===== config.mk =====
export PLATFORM = sky130hd
export DESIGN_NAME = bist_launch_ctrl
export DESIGN_NICKNAME = d
export VERILOG_FILES = /design/src/rtl/bist_launch_pkg.sv /design/src/rtl/bist_port_ctl.sv /design/src/rtl/bist_prio_arb.sv /design/src/rtl/bist_fis_tx.sv /design/src/rtl/bist_launch_ctrl.sv
export SDC_FILE = /design/constraint.sdc
export NUM_CORES = 1
export LEC_CHECK = 0
export BUFFER_PORTS_ARGS = -buffer_cell sky130_fd_sc_hd__buf_2
export CORE_AREA = 2 2 95 142
export CTS_CLUSTER_DIAMETER = 30
export DETAILED_ROUTE_END_ITERATION = 8
export DIE_AREA = 0 0 97 144
export PLACE_DENSITY = 0.73
export SLEW_MARGIN = 20
export SYNTH_ARGS = -nofsm -noshare
export SYNTH_HDL_FRONTEND = slang
export SYNTH_SLANG_ARGS = --single-unit

===== constraint.sdc =====
create_clock -name clk -period 1.5 [get_ports clk]
set_input_delay 0.45 -clock clk [delete_from_list [all_inputs] [get_ports clk]]
set_output_delay 0.45 -clock clk [all_outputs]
set_load 0.02 [all_outputs]

===== src/rtl/bist_launch_pkg.sv =====
package bist_launch_pkg;

  localparam logic [7:0] BIST_FIS_CODE = 8'h58;
  localparam int         FRAME_BEATS   = 3;
  localparam int         MODE_W        = 6;

  typedef enum logic [1:0] {
    TX_IDLE = 2'd0,
    TX_SEND = 2'd1,
    TX_WAIT = 2'd2
  } tx_state_e;

  typedef enum logic [1:0] {
    LK_OPEN = 2'd0,
    LK_HELD = 2'd1,
    LK_OFF  = 2'd2
  } lock_state_e;

  // first DWord: type code, zero, pattern byte (mode over two zero bits), zero
  function automatic logic [31:0] bist_dw0(input logic [MODE_W-1:0] mode);
    return {8'h00, mode, 2'b00, 8'h00, BIST_FIS_CODE};
  endfunction

endpackage


===== src/rtl/bist_port_ctl.sv =====
module bist_port_ctl
  import bist_launch_pkg::*;
(
  input  logic clk,
  input  logic rst_n,
  input  logic start_bit,
  input  logic port_enable,
  input  logic eligible,
  input  logic grant,
  input  logic done_in,
  input  logic err_in,
  output logic pending,
  output logic pass_flag,
  output logic fail_flag,
  output logic locked
);

  logic        start_q;
  logic        active;
  lock_state_e lk_st;
  logic        rise;
  logic        accept;

  assign rise   = start_bit & ~start_q;
  assign accept = rise & (lk_st == LK_OPEN) & ~pending & ~active;
  assign locked = (lk_st != LK_OPEN);

  always_ff @(posedge clk or negedge rst_n) begin
    if (!rst_n) begin
      start_q   <= 1'b0;
      active    <= 1'b0;
      pending   <= 1'b0;
      pass_flag <= 1'b0;
      fail_flag <= 1'b0;
      lk_st     <= LK_OPEN;
    end else begin
      start_q <= start_bit;
      if (accept) begin
        if (eligible) begin
          pending   <= 1'b1;
          fail_flag <= 1'b0;
        end else begin
          fail_flag <= 1'b1;
        end
      end
      if (grant) begin
        pending <= 1'b0;
        active  <= 1'b1;
      end
      if (active && err_in) begin
        active    <= 1'b0;
        fail_flag <= 1'b1;
      end else if (active && done_in) begin
        active    <= 1'b0;
        pass_flag <= 1'b1;
        lk_st     <= LK_HELD;
      end
      case (lk_st)
        LK_HELD: if (!port_enable) lk_st <= LK_OFF;
        LK_OFF: if (port_enable) begin
          lk_st     <= LK_OPEN;
          pass_flag <= 1'b0;
        end
        default: ;
      endcase
    end
  end

endmodule


===== src/rtl/bist_prio_arb.sv =====
module bist_prio_arb #(
  parameter int NUM_PORTS = 4,
  localparam int PORT_W = (NUM_PORTS > 1) ? $clog2(NUM_PORTS) : 1
) (
  input  logic [NUM_PORTS-1:0] req,
  input  logic                 enable,
  output logic [NUM_PORTS-1:0] gnt,
  output logic [PORT_W-1:0]    gnt_idx,
  output logic                 gnt_any
);

  logic found;

  always_comb begin
    gnt     = '0;
    gnt_idx = '0;
    found   = 1'b0;
    for (int i = 0; i < NUM_PORTS; i++) begin
      if (req[i] && !found) begin
        gnt[i]  = enable;
        gnt_idx = PORT_W'(i);
        found   = 1'b1;
      end
    end
    gnt_any = found & enable;
  end

endmodule


===== src/rtl/bist_fis_tx.sv =====
module bist_fis_tx
  import bist_launch_pkg::*;
#(
  parameter int NUM_PORTS = 4,
  localparam int PORT_W = (NUM_PORTS > 1) ? $clog2(NUM_PORTS) : 1
) (
  input  logic              clk,
  input  logic              rst_n,
  input  logic              start,
  input  logic [PORT_W-1:0] start_idx,
  input  logic [MODE_W-1:0] mode,
  input  logic [31:0]       word1,
  input  logic [31:0]       word2,
  input  logic              result,
  input  logic              tx_ready,
  output logic              tx_valid,
  output logic [31:0]       tx_data,
  output logic              tx_last,
  output logic [PORT_W-1:0] tx_port,
  output logic              waiting,
  output logic              idle
);

  localparam int BEAT_W = $clog2(FRAME_BEATS);
  localparam logic [BEAT_W-1:0] LAST_BEAT = BEAT_W'(FRAME_BEATS - 1);

  tx_state_e                         st;
  logic [BEAT_W-1:0]                 beat;
  logic [FRAME_BEATS-1:0][31:0]      frame;

  always_ff @(posedge clk or negedge rst_n) begin
    if (!rst_n) begin
      st      <= TX_IDLE;
      beat    <= '0;
      frame   <= '0;
      tx_port <= '0;
    end else begin
      case (st)
        TX_IDLE: if (start) begin
          frame[0] <= bist_dw0(mode);
          frame[1] <= word1;
          frame[2] <= word2;
          tx_port  <= start_idx;
          beat     <= '0;
          st       <= TX_SEND;
        end
        TX_SEND: if (tx_ready) begin
          if (beat == LAST_BEAT) st <= TX_WAIT;
          else                   beat <= beat + 1'b1;
        end
        TX_WAIT: if (result) st <= TX_IDLE;
        default: st <= TX_IDLE;
      endcase
    end
  end

  assign tx_valid = (st == TX_SEND);
  assign tx_data  = frame[beat];
  assign tx_last  = (beat == LAST_BEAT);
  assign waiting  = (st == TX_WAIT);
  assign idle     = (st == TX_IDLE);

endmodule


===== src/rtl/bist_launch_ctrl.sv =====
module bist_launch_ctrl
  import bist_launch_pkg::*;
#(
  parameter int NUM_PORTS = 4,
  localparam int PORT_W = (NUM_PORTS > 1) ? $clog2(NUM_PORTS) : 1
) (
  input  logic                 clk,
  input  logic                 rst_n,
  input  logic [NUM_PORTS-1:0] start_bit,
  input  logic [NUM_PORTS-1:0] port_enable,
  input  logic [NUM_PORTS-1:0] dev_present,
  input  logic [NUM_PORTS-1:0] link_ready,
  input  logic [MODE_W-1:0]    bist_mode,
  input  logic [31:0]          tx_word1,
  input  logic [31:0]          tx_word2,
  output logic                 tx_valid,
  input  logic                 tx_ready,
  output logic [31:0]          tx_data,
  output logic                 tx_last,
  output logic [PORT_W-1:0]    tx_port,
  input  logic [NUM_PORTS-1:0] port_done,
  input  logic [NUM_PORTS-1:0] port_err,
  output logic [NUM_PORTS-1:0] pass_flag,
  output logic [NUM_PORTS-1:0] fail_flag,
  output logic                 busy
);

  logic [NUM_PORTS-1:0] pending;
  logic [NUM_PORTS-1:0] locked;
  logic [NUM_PORTS-1:0] gnt;
  logic [NUM_PORTS-1:0] sel_onehot;
  logic [NUM_PORTS-1:0] done_q;
  logic [NUM_PORTS-1:0] err_q;
  logic [PORT_W-1:0]    gnt_idx;
  logic                 gnt_any;
  logic                 waiting;
  logic                 idle;
  logic                 result;

  always_comb begin
    for (int i = 0; i < NUM_PORTS; i++) sel_onehot[i] = (tx_port == PORT_W'(i));
  end

  assign done_q = port_done & sel_onehot & {NUM_PORTS{waiting}};
  assign err_q  = port_err  & sel_onehot & {NUM_PORTS{waiting}};
  assign result = |(done_q | err_q);
  assign busy   = ~idle;

  bist_prio_arb #(.NUM_PORTS(NUM_PORTS)) u_arb (
    .req     (pending),
    .enable  (idle),
    .gnt     (gnt),
    .gnt_idx (gnt_idx),
    .gnt_any (gnt_any)
  );

  bist_fis_tx #(.NUM_PORTS(NUM_PORTS)) u_tx (
    .clk       (clk),
    .rst_n     (rst_n),
    .start     (gnt_any),
    .start_idx (gnt_idx),
    .mode      (bist_mode),
    .word1     (tx_word1),
    .word2     (tx_word2),
    .result    (result),
    .tx_ready  (tx_ready),
    .tx_valid  (tx_valid),
    .tx_data   (tx_data),
    .tx_last   (tx_last),
    .tx_port   (tx_port),
    .waiting   (waiting),
    .idle      (idle)
  );

  for (genvar p = 0; p < NUM_PORTS; p++) begin : g_port
    bist_port_ctl u_ctl (
      .clk         (clk),
      .rst_n       (rst_n),
      .start_bit   (start_bit[p]),
      .port_enable (port_enable[p]),
      .eligible    (dev_present[p] & link_ready[p]),
      .grant       (gnt[p]),
      .done_in     (done_q[p]),
      .err_in      (err_q[p]),
      .pending     (pending[p]),
      .pass_flag   (pass_flag[p]),
      .fail_flag   (fail_flag[p]),
      .locked      (locked[p])
    );
  end

endmodule


==> key figures, run 1 <==
Outcome
  – Outcome: finished with violations
  – Failing checks: setup timing

Route
  – First-pass DRT Iterations: 4
  – DRC: 0
  – Vias post-DR: roughly 3800
  – 1st-iter DRT viols: just under 90
  – Post-DRT Antenna Nets: 0
  – Final wirelength: 13.5 mm
  – Vias per inst: ~5.2
  – Avg WL per Cell: 18.6 µm

Worst setup path
  – Kind of end point of the critical path: primary output
  – Worst setup path category: flip-flop to primary output
  – Worst setup SP type: flip-flop
  – Critical path arrival: 1490 ps
  – Max FO, Critical Path: 10
  – Worst endpoint required time: around 1100 ps

Synth
  – Synth Area in Adders: 0.0318
  – Syn_nets: 492
  – Post-synth top flop: dfrtp_1
  – Synth top area cells: dfrtp_1 51%, mux2_4 13%, mux2_2 5.5%
  – Multiplexer area fraction after synthesis: 0.204
  – Yosys top cell by area: dfrtp_1
  – Synth Instances: about 380
  – Yosys reg bits: 105
  – Netlist cell types: between 40 and 50
  – Sequential fraction of the synthesis area: 0.513
  – Synth async-reset ratio: 1.00
  – Compound-Gate Fraction of Synth Area: 0.109
  – Synth Area in XOR/XNOR: 0
  – Simple-gate portion of the synthesized area: 0.0836
  – YS warnings: 0
  – Area share of the largest cell type after synthesis: 0.513
  – Post-synth EDFFs: 0
  – Post-synthesis cell area: 5120 µm²
  – Syn avg cell area: between 10 and 15 µm²
  – Main combinational cell family by area after synthesis: multiplexers

Power
  – Power density cells: between 2000 and 2500 nW/µm²
  – Worst vdd rail ir drop: about 1100 µV
  – Static leakage: between 0.003 and 0.004 µW
  – Pwr Total: around 17000 µW

Timing
  – Max Slew Vio Count: 0
  – Period minus WS final: between 1500 and 2000 ps
  – Final setup margin: -443 ps
  – Max Clock Skew: around 8.4 ps
  – Final Hold Fails: 0
  – FMAX: 515 MHz
  – Final setup vio count: between 100 and 150
  – Actual slew at the worst max-slew pin: 318 ps
  – RSZ-0062 raised after global routing: yes
  – Slew headroom: 0.787
  – Ratio of final minimum period to clock period: 1.30

Global routing
  – Largest net degree at the start of global routing: 54
  – Grt peak-use layer: met2
  – Met3 usage: 0.0348
  – Initial antenna violation count: 0
  – Number of global-route vias before repair: between 4000 and 5000
  – Met2 global-route usage: 0.364
  – Overall global routing resource usage: 0.192
  – GRT met1 Usage: 0.216
  – GR Overflow Total: 0
  – First-pass GRT wire length: around 21 mm

CTS
  – Max Buffers Root-to-Sink: 2
  – CTS Root Cell: clkbuf_16
  – Clock-pin transition on the worst setup and hold timing paths: approximately 70 ps
  – Num CTS Buffers: 9
  – H-Tree Depth: 3
  – CTS sink cnt: around 110
  – CTS tree: built
  – Clk_lat worst skew: ~340 ps

Die
  – Die ar.: approximately 14000 µm²
  – DIE WIDTH: 97 µm
  – Initial core utilization: 0.399
  – IO Pins: around 140
  – Rows: 51
  – Core region area: between 10000 and 15000 µm²
  – Die Y: between 100 and 150 µm

Finish
  – Nets: 673
  – Fillcell total: approximately 1000
  – Multi-input logic area: 2690 µm²
  – Post-layout util: 0.579
  – Layout cells sized above 1: 0.593
  – P&R area growth vs syn: 45.0%
  – Reg area: ~2600 µm²
  – Design area: between 7000 and 8000 µm²
  – # diodes: 0

Placement
  – HPWL after DPL: 8.94 mm
  – Placed Instance Area: between 6000 and 7000 µm²
  – PortBufs: about 140
  – GP Congestion: a little under 0.8
  – Placement Setup Slack: -144 ps

Job
  – Max Cap Violations: 0

Hold path
  – Path type of the worst min-delay path: input port to async pin
## synth_stat cells, types with 4 or more instances
cell and count:
nand2_1 18, a22o_1 23, o22ai_1 6, dfrtp_1 105, buf_4 10, inv_1 17, mux2_4 46, buf_12 4
a21oi_1 8, o21ai_0 13, a2bb2oi_1 4, nand3_1 4, o31ai_1 4, and4_1 4, and2_1 4, mux2i_1 7
mux2_2 25, nor4b_1 8, nor2b_1 8, clkbuf_1 8, ha_1 13
## worst max-delay path: stages, from the launching register on
cell and delay, ps:
dfrtp_2 440, nor2b_4 150, buf_4 190, a22o_4 220, buf_2 160
## path summary, 6_finish.rpt
| check | startpoint | endpoint | slack (ps) | cells after the start |
|---|---|---|---|---|
| max | u_tx.beat[0]$_DFFE_PN0P_ | tx_data[7] | -440 | 4 |
| max reg2reg | u_tx.st[1]$_DFFE_PN0P_ | u_tx.frame[94]$_DFFE_PN0P_ | -250 | 7 |
| min in group clk | start_bit[0] | g_port[0].u_ctl.start_q$_DFF_PN0_ | 230 | 1 |
| min reg2reg | u_tx.frame[6]$_DFFE_PN0P_ | u_tx.frame[6]$_DFFE_PN0P_ | 510 | 1 |
| min | rst_n | g_port[0].u_ctl.lk_st[0]$_DFF_PN0_ | 110 | 2 |
| max in group asynchronous | rst_n | u_tx.frame[87]$_DFFE_PN0P_ | 1130 | 2 |
## cell families (layout without fill, tap and decap cells)
logic type                 after synthesis  in the layout
AOI/OAI and AO/OA                       76             76
and+or+nand+nor                         66             66
adders and majority gates               13             13
DFF                                    105            105
buffers and inverters                   44            230
muxes                                   78             78
## cells in the final DEF, fill, tap and decap left out, drive strengths merged, types with 2 or more instances in the layout
master | Yosys | routed
buf | 19 | 197
dfrtp | 105 | 105
mux2 | 71 | 71
a22o | 23 | 23
nand2 | 18 | 18
inv | 17 | 17
ha | 13 | 13
o21ai | 13 | 13
clkbuf | 8 | 11
nor4b | 9 | 9
a21oi | 8 | 8
nor2b | 8 | 8
mux2i | 7 | 7
o22ai | 6 | 6
o31ai | 4 | 4
nand3 | 4 | 4
and2 | 4 | 4
and4 | 4 | 4
a2bb2oi | 4 | 4
nor2 | 4 | 4
nand3b | 3 | 3
o21a | 3 | 3
o32a | 3 | 3
or2 | 3 | 3
o32ai | 3 | 3
o211ai | 3 | 3
nand2b | 3 | 3
clkinv | 0 | 3
nor4 | 2 | 2
o22a | 2 | 2
a21o | 2 | 2
## report_power, final
part | switching [µW] | internal, µW | total (µW)
Clock | 1020 | 1290 | 2320
Combinational | 3900 | 5690 | 9590
Sequential | 951 | 4090 | 5040
## per-stage QoR
step	setup TNS (ps)	instances	hold slack [ps]
CTS	-29790	728	125
floorplan	-7100	382	154
finish	-25070	727	107
global placement	-8040	684	454
global route	-31630	727	128
detailed placement	-9010	684	448
## flip-flops by register name, indices dropped and copies added, names as in the netlist, 4 cells and up
signal / count
g_port.u_ctl.fail_flag: 4
g_port.u_ctl.lk_st: 8
u_tx.frame: 71
g_port.u_ctl.pass_flag: 4
g_port.u_ctl.pending: 4
g_port.u_ctl.start_q: 4
g_port.u_ctl.active: 4
## layer usage
layer  routed length (µm)  part of all wire  vias up
met5                    0                 0        -
met4                  330             0.024        0
met3                  505             0.037       24
met2                 7680              0.57       98
met1                 5030              0.37     1927
li1                     -                 -     1755
## area by class of cell
type,count,share of cell area
Multi-Input combinational cell,233,0.363
Sequential cell,105,0.354
Timing Repair Buffer,197,0.208
Clock buffer,11,0.0313
Tap cell,159,0.0268
Inverter,17,0.00893
Clock inverter,5,0.00758
## what timing repair did
action / 4_1_cts / 5_1_grt
gates cloned: 9 / 0
resized for setup: 92 / 44
pin swaps: 7 / 9
hold buffers: 0 / 0
endpoints found under the setup margin: 123 / 135
setup buffers: 19 / 11
(Power assumes the default switching activity.)
==> run 2, diff against run 1 <==
--- a/config.mk
+++ b/config.mk
@@ -5,11 +5,12 @@
 export SDC_FILE = /design/constraint.sdc
 export NUM_CORES = 1
 export LEC_CHECK = 0
+export ABC_AREA = 1
 export BUFFER_PORTS_ARGS = -buffer_cell sky130_fd_sc_hd__buf_2
-export CORE_AREA = 2 2 95 142
+export CORE_AREA = 2 2 95 143
 export CTS_CLUSTER_DIAMETER = 30
 export DETAILED_ROUTE_END_ITERATION = 8
-export DIE_AREA = 0 0 97 144
+export DIE_AREA = 0 0 97 145
 export PLACE_DENSITY = 0.73
 export SLEW_MARGIN = 20
 export SYNTH_ARGS = -nofsm -noshare
==> key figures, run 2 <==
Worst setup path
  – Worst setup SP type: flip-flop (unchanged)
  – Reg2reg end: u_tx.frame[69]$_DFFE_PN0P_ (was u_tx.frame[94]$_DFFE_PN0P_)
  – Worst setup path category: flip-flop to primary output (unchanged)
  – Crit path launch: u_tx.beat[0]$_DFFE_PN0P_ (unchanged)
  – Critical R2R Launch: g_port[0].u_ctl.pending$_DFFE_PN0P_ (was u_tx.st[1]$_DFFE_PN0P_)
  – R2R setup slack: 100 ps (was -250 ps)
  – Reg2Reg Depth: 8 (was 7)
  – CP Capture Point: tx_data[5] (was tx_data[7])
  – Worst endpoint required time: 1050 ps (about the same)
  – Critical path arrival: 1450 ps (was 1490 ps)
  – Max FO, Critical Path: 5 (was 10)
  – Kind of end point of the critical path: primary output (unchanged)

Global routing
  – Initial antenna violation count: 1 (was 0)
  – GRT met1 Usage: 0.225 (was 0.216)
  – Grt peak-use layer: met2 (unchanged)
  – GR Overflow Total: 0 (unchanged)
  – Met2 global-route usage: 0.345 (was 0.364)
  – Largest net degree at the start of global routing: 73 (was 54)
  – Number of global-route vias before repair: 4749 (was 4104)
  – Overall global routing resource usage: 0.192 (about the same)
  – First-pass GRT wire length: 22.1 mm (was 21.2 mm)
  – Met3 usage: 0.0352 (was 0.0348)

Die
  – Core region area: 12800 µm² (unchanged)
  – IO Pins: 142 (unchanged)
  – Die ar.: 14100 µm² (was 14000 µm²)
  – Die Y: 145 µm (was 144 µm)
  – Rows: 51 (unchanged)
  – Initial core utilization: 0.402 (was 0.399)
  – DIE WIDTH: 97 µm (unchanged)

Placement
  – HPWL after DPL: 9.14 mm (was 8.94 mm)
  – Dpl cells: 946 (was 684)
  – PortBufs: 141 (unchanged)
  – GP Congestion: 0.851 (was 0.778)

Timing
  – Actual slew at the worst max-slew pin: 298 ps (was 318 ps)
  – RSZ-0062 raised after global routing: yes (unchanged)
  – Period minus WS final: 1900 ps (was 1940 ps)
  – Max Clock Skew: 5.80 ps (was 8.43 ps)
  – Final setup vio count: 35 (was 112)
  – Max Slew Vio Count: 0 (unchanged)
  – FMAX: 527 MHz (was 515 MHz)
  – Final Hold Fails: 0 (unchanged)
  – Slew headroom: 0.800 (was 0.787)
  – Final setup margin: -399 ps (was -443 ps)
  – Minimum hold slack: 85.9 ps (was 107 ps)
  – Final TNS setup: -11760 ps (was -25070 ps)
  – Ratio of final minimum period to clock period: 1.27 (was 1.30)

CTS
  – CTS sink cnt: 105 (unchanged)
  – CTS tree: built (unchanged)
  – H-Tree Depth: 3 (unchanged)
  – Clock-pin transition on the worst setup and hold timing paths: 70 ps (about the same)
  – Max Buffers Root-to-Sink: 2 (unchanged)
  – Num CTS Buffers: 9 (unchanged)
  – Clk_lat worst skew: 330 ps (was 340 ps)
  – CTS Root Cell: clkbuf_16 (unchanged)

Outcome
  – Failing checks: setup timing (unchanged)
  – Outcome: finished with violations (unchanged)

Finish
  – P&R area growth vs syn: 38.4% (was 45.0%)
  – Biggest regs: u_tx.frame: 71 flops, g_port.u_ctl.lk_st: 8 flops (unchanged)
  – Most frequent cells in the layout: 266 x nand2_1, 105 x buf_2, 101 x dfrtp_1 (was 119 x buf_2, 102 x dfrtp_1, 71 x mux2_4)
  – Multi-input logic area: 2340 µm² (was 2690 µm²)
  – Reg area: 2630 µm² (about the same)
  – Layout cells sized above 1: 0.346 (was 0.593)
  – Fillcell total: 1139 (was 1040)
  – Finished Layout Cells: 980 (was 727)
  – Max reg flops: 71 (unchanged)
  – Top reg by flops: u_tx.frame (unchanged)
  – Nets: 925 (was 673)
  – Most common cell after layout, fill and taps aside: nand2_1 (was buf_2)

Synth
  – Yosys reg bits: 105 (unchanged)
  – Post-synth EDFFs: 0 (unchanged)
  – Yosys top cell by area: dfrtp_1 (unchanged)
  – Sequential fraction of the synthesis area: 0.510 (was 0.513)
  – Post-synth top flop: dfrtp_1 (unchanged)
  – Synth async-reset ratio: 1.00 (unchanged)
  – Most frequent cell after synthesis: nand2_1 (was dfrtp_1)
  – Syn avg cell area: 7.82 µm² (was 13.4 µm²)
  – Syn_nets: 769 (was 492)
  – Commonest cells in the netlist: 311 x nand2_1, 105 x dfrtp_1, 59 x nand3_1 (was 105 x dfrtp_1, 46 x mux2_4, 25 x mux2_2)
  – Post-synthesis cell area: 5150 µm² (was 5120 µm²)
  – Synth Instances: 659 (was 382)
  – Area share of the largest cell type after synthesis: 0.510 (was 0.513)
  – Netlist cell types: 30 (was 46)
  – Synth top area cells: dfrtp_1 51%, nand2_1 23%, nand3_1 5.7% (was dfrtp_1 51%, mux2_4 13%, mux2_2 5.5%)
  – YS warnings: 0 (unchanged)

Power
  – Power density cells: 2320 nW/µm² (was 2280 nW/µm²)
  – Sequential share of power: 0.305 (was 0.297)
  – Worst vdd rail ir drop: 1030 µV (was 1070 µV)
  – Comb power frac: 0.533 (was 0.566)
  – Sw Pwr: 6920 µW (was 5870 µW)
  – Static leakage: 0.00393 µW (was 0.00354 µW)
  – Net Sw Frac: 0.418 (was 0.347)
  – Clk network pwr share: 0.163 (was 0.137)
  – Internal power: 9650 µW (was 11100 µW)

Route
  – First-pass DRT Iterations: 5 (was 4)
  – Avg WL per Cell: 13.9 µm (was 18.6 µm)
  – 1st-iter DRT viols: 189 (was 88)
  – Vias per inst: 4.78 (was 5.23)
  – DRC: 0 (unchanged)
  – Final wirelength: 13.6 mm (was 13.5 mm)
  – Post-DRT Antenna Nets: 0 (unchanged)
  – Vias post-DR: 4685 (was 3804)

Hold path
  – Path type of the worst min-delay path: input port to async pin (unchanged)

Job
  – Max Cap Violations: 0 (unchanged)
==> run 2: worst max-delay path: stages (launching register included) <==
cell and delay, ps:
dfrtp_1 400, inv_2 70, nand2_2 60, inv_4 90, buf_12 120, clkbuf_16 130, nand2_1 60, nand2_2 60
buf_6 110
==> run 2: metrics by stage <==
stage / instance area (µm²) / utilization / total power [µW] / worst slack (ps)
2_1_floorplan: 5250 / - / 10100 / -23.6
3_3_place_gp: 6180 / 0.482 / 12000 / -76.9
3_5_place_dp: 6180 / 0.482 / 12100 / -111
4_1_cts: 6960 / 0.543 / 16100 / -412
6_report: 7130 / 0.556 / 16600 / -399
5_1_grt: 7130 / 0.556 / 17900 / -471
==> run 2: layout make-up <==
type / instances / share of cell area
flip-flops and latches: 105 / 0.369
multi-input cells: 469 / 0.328
repair buffers: 178 / 0.196
clock buffers: 11 / 0.0340
inverters: 51 / 0.0289
well taps: 159 / 0.0279
clock inverters: 5 / 0.0144
repair inverters: 1 / 0.00123
diodes: 1 / 0.000351
==> run 2: worst min path at each step <==
stage,start,endpoint,slack [ps],cells past startpoint
after global routing,rst_n,g_port[3].u_ctl.pass_flag$_DFF_PN0_,110,2
final,rst_n,g_port[3].u_ctl.pass_flag$_DFF_PN0_,90,2
after detailed placement,u_tx.frame[6]$_DFFE_PN0P_,u_tx.frame[6]$_DFFE_PN0P_,450,1
after CTS,rst_n,g_port[3].u_ctl.pass_flag$_DFF_PN0_,100,2
after floorplan,rst_n,g_port[0].u_ctl.active$_DFFE_PN0P_,150,0
after global placement,u_tx.frame[6]$_DFFE_PN0P_,u_tx.frame[6]$_DFFE_PN0P_,450,1
==> run 2: per-layer routing <==
metal / share of wire / up-vias / wire length (µm)
li1: - / 2356 / -
met1: 0.40 / 2194 / 5480
met2: 0.53 / 110 / 7250
met3: 0.039 / 23 / 530
met4: 0.024 / 2 / 322
met5: 0.00081 / - / 11
==> run 2: cell families after synthesis <==
logic type,Yosys count,share of synthesized area
fa+ha+maj,13,0.0316
simple gates,426,0.342
flops,105,0.510
buf+inv,85,0.0835
compound gates,30,0.0335
==> run 2: power groups by stage <==
stage               sequential (µW)  clock, µW  combinational [µW]
global route                   5210       2880                9820
floorplan                      4790          0                5270
global placement               4940          0                7010
finish                         5050       2690                8830
CTS                            4980       2760                8360
detailed placement             4960          0                7140
==> run 2: what timing repair did <==
action	in CTS	in global routing
resized for setup	103	29
hold buffers	0	0
buffers inserted	8	7
pin swaps	3	5
endpoints found under the setup margin	35	112
cloned	2	3
==> run 3, diff against run 2 <==
--- a/config.mk
+++ b/config.mk
@@ -11,7 +11,8 @@
 export CTS_CLUSTER_DIAMETER = 30
 export DETAILED_ROUTE_END_ITERATION = 8
 export DIE_AREA = 0 0 97 145
-export PLACE_DENSITY = 0.73
+export GPL_TIMING_DRIVEN = 0
+export PLACE_DENSITY_LB_ADDON = 0.3
 export SLEW_MARGIN = 20
 export SYNTH_ARGS = -nofsm -noshare
 export SYNTH_HDL_FRONTEND = slang
==> key figures, run 3 (synthesized netlist as in run 2, its figures left out) <==
Route
  – Vias per inst: 4.79 (was 4.78)
  – First-pass DRT Iterations: 4 (was 5)
  – DRC: 0 (unchanged)
  – Avg WL per Cell: 14.4 µm (was 13.9 µm)
  – Vias post-DR: 4809 (was 4685)
  – Post-DRT Antenna Nets: 0 (unchanged)
  – Final wirelength: 14.4 mm (was 13.6 mm)
  – 1st-iter DRT viols: 178 (was 189)

Global routing
  – First-pass GRT wire length: 23.5 mm (was 22.1 mm)
  – Largest net degree at the start of global routing: 58 (was 73)
  – Initial antenna violation count: 0 (was 1)
  – GR Overflow Total: 0 (unchanged)
  – Overall global routing resource usage: 0.208 (was 0.192)
  – Number of global-route vias before repair: 4949 (was 4749)

Timing
  – Max Slew Vio Count: 0 (unchanged)
  – FMAX: 526 MHz (was 527 MHz)
  – Final Hold Fails: 0 (unchanged)
  – Actual slew at the worst max-slew pin: 482 ps (was 298 ps)
  – Slew headroom: 0.679 (was 0.800)
  – Minimum hold slack: 47.0 ps (was 85.9 ps)
  – Ratio of final minimum period to clock period: 1.27 (about the same)
  – Final setup margin: -402 ps (was -399 ps)
  – RSZ-0062 raised after global routing: yes (unchanged)
  – Max Clock Skew: 4.64 ps (was 5.80 ps)
  – Final TNS setup: -12650 ps (was -11760 ps)
  – Final setup vio count: 35 (unchanged)
  – Period minus WS final: 1900 ps (about the same)

Finish
  – Multi-input logic area: 2420 µm² (was 2340 µm²)
  – Layout cells sized above 1: 0.386 (was 0.346)
  – Fillcell total: 1168 (was 1139)
  – Max reg flops: 71 (unchanged)
  – Most frequent cells in the layout: 263 x nand2_1, 106 x buf_2, 101 x dfrtp_1 (was 266 x nand2_1, 105 x buf_2, 101 x dfrtp_1)
  – Nets: 949 (was 925)
  – P&R area growth vs syn: 44.0% (was 38.4%)
  – Biggest regs: u_tx.frame: 71 flops, g_port.u_ctl.lk_st: 8 flops (unchanged)
  – Most common cell after layout, fill and taps aside: nand2_1 (unchanged)
  – Reg area: 2630 µm² (unchanged)
  – Finished Layout Cells: 1003 (was 980)
  – Top reg by flops: u_tx.frame (unchanged)
  – # diodes: 0 (was 1)

Placement
  – PortBufs: 141 (unchanged)
  – HPWL after DPL: 9.87 mm (was 9.14 mm)
  – Dpl cells: 960 (was 946)
  – GP Congestion: 0.798 (was 0.851)
  – Placement Setup Slack: -470 ps (was -111 ps)

Hold path
  – Path type of the worst min-delay path: input port to async pin (unchanged)

Worst setup path
  – CP most frequent cell: nand2_2 (unchanged)
  – Worst endpoint required time: 1050 ps (about the same)
  – Critical R2R Launch: u_tx.st[1]$_DFFE_PN0P_ (was g_port[0].u_ctl.pending$_DFFE_PN0P_)
  – Crit path launch: u_tx.beat[0]$_DFFE_PN0P_ (unchanged)
  – Slowest CP cell: dfrtp_2 (was dfrtp_1)
  – Slowest stage delay, CP: 410 ps (was 400 ps)
  – R2R setup slack: 70 ps (was 100 ps)
  – Worst setup SP type: flip-flop (unchanged)
  – CP cell instances: inv_2, nand2_2, inv_4, buf_12, buf_8, nand2_1, nand2_2, buf_6 (was inv_2, nand2_2, inv_4, buf_12, clkbuf_16, nand2_1, nand2_2, buf_6)
  – Worst setup path category: flip-flop to primary output (unchanged)
  – Reg2reg end: u_tx.frame[34]$_DFFE_PN0P_ (was u_tx.frame[69]$_DFFE_PN0P_)
  – Kind of end point of the critical path: primary output (unchanged)
  – Max FO, Critical Path: 6 (was 5)
  – CP Capture Point: tx_data[2] (was tx_data[5])
  – Critical path arrival: 1450 ps (about the same)
  – Reg2Reg Depth: 8 (unchanged)

Job
  – Max Cap Violations: 0 (unchanged)

Outcome
  – Failing checks: setup timing (unchanged)
  – Outcome: finished with violations (unchanged)

Die
  – IO Pins: 142 (unchanged)
  – DIE WIDTH: 97 µm (unchanged)
  – Die Y: 145 µm (unchanged)
  – Rows: 51 (unchanged)
  – Core region area: 12800 µm² (unchanged)
  – Die ar.: 14100 µm² (unchanged)
  – Initial core utilization: 0.402 (unchanged)

Power
  – Power density cells: 2300 nW/µm² (was 2320 nW/µm²)
  – Static leakage: 0.00409 µW (was 0.00393 µW)
  – Worst vdd rail ir drop: 806 µV (was 1030 µV)

CTS
  – Clk_lat worst skew: 340 ps (was 330 ps)
  – H-Tree Depth: 3 (unchanged)
  – CTS sink cnt: 105 (unchanged)
  – CTS tree: built (unchanged)
  – Post-CTS Hold Buffers: 0 (unchanged)
  – CTS Root Cell: clkbuf_16 (unchanged)
  – Max Buffers Root-to-Sink: 2 (unchanged)
  – Num CTS Buffers: 9 (unchanged)
  – Clock-pin transition on the worst setup and hold timing paths: 70 ps (about the same)
run 3: worst max-delay path, delay by kind of cell (launching register included):
kind	cells	cell delay (ps)
simple gates	3	190
flops	1	410
buf+inv	5	500
run 3: repair_timing:
action,in CTS,in global routing
cloned,6,1
resized for setup,147,57
pin swaps,6,12
setup endpoints to repair,36,105
buffers inserted,18,7
run 3: worst min-delay path by stage:
stage / startpoint / to / depth (start not counted)
after floorplan: rst_n / g_port[0].u_ctl.active$_DFFE_PN0P_ / 0
after global placement: u_tx.frame[6]$_DFFE_PN0P_ / u_tx.frame[6]$_DFFE_PN0P_ / 1
after detailed placement: rst_n / g_port[1].u_ctl.pass_flag$_DFF_PN0_ / 1
after CTS: rst_n / g_port[1].u_ctl.pass_flag$_DFF_PN0_ / 1
after global routing: rst_n / g_port[1].u_ctl.pass_flag$_DFF_PN0_ / 1
final: rst_n / g_port[1].u_ctl.pass_flag$_DFF_PN0_ / 1
run 3: power by group:
part,internal (µW),total (µW),switching (µW)
Clock,1340,2340,1000
Sequential,4150,5060,911
Combinational,4360,9640,5280
run 3: cell type report:
class / instances / area share
Buffer: 32 / 0.0477
Clock buffer: 13 / 0.0337
Clock inverter: 3 / 0.00539
Inverter: 51 / 0.0285
Multi-Input combinational cell: 469 / 0.326
Sequential cell: 105 / 0.355
Tap cell: 159 / 0.0268
Timing Repair Buffer: 171 / 0.178
run 3: per-layer routing:
metal,wire length [µm],track usage,vias up
met2,7840,0.389,121
met4,287,0.0683,0
met5,0,0,-
met3,691,0.0443,26
li1,-,-,2404
met1,5600,0.231,2258
run 3: per-stage QoR:
step	area, µm²	total power [µW]	util
after global routing	7420	18400	0.579
after floorplan	5250	10100	-
after global placement	6160	12100	0.480
final	7420	17000	0.579
after CTS	7230	16700	0.564
after detailed placement	6190	12300	0.483
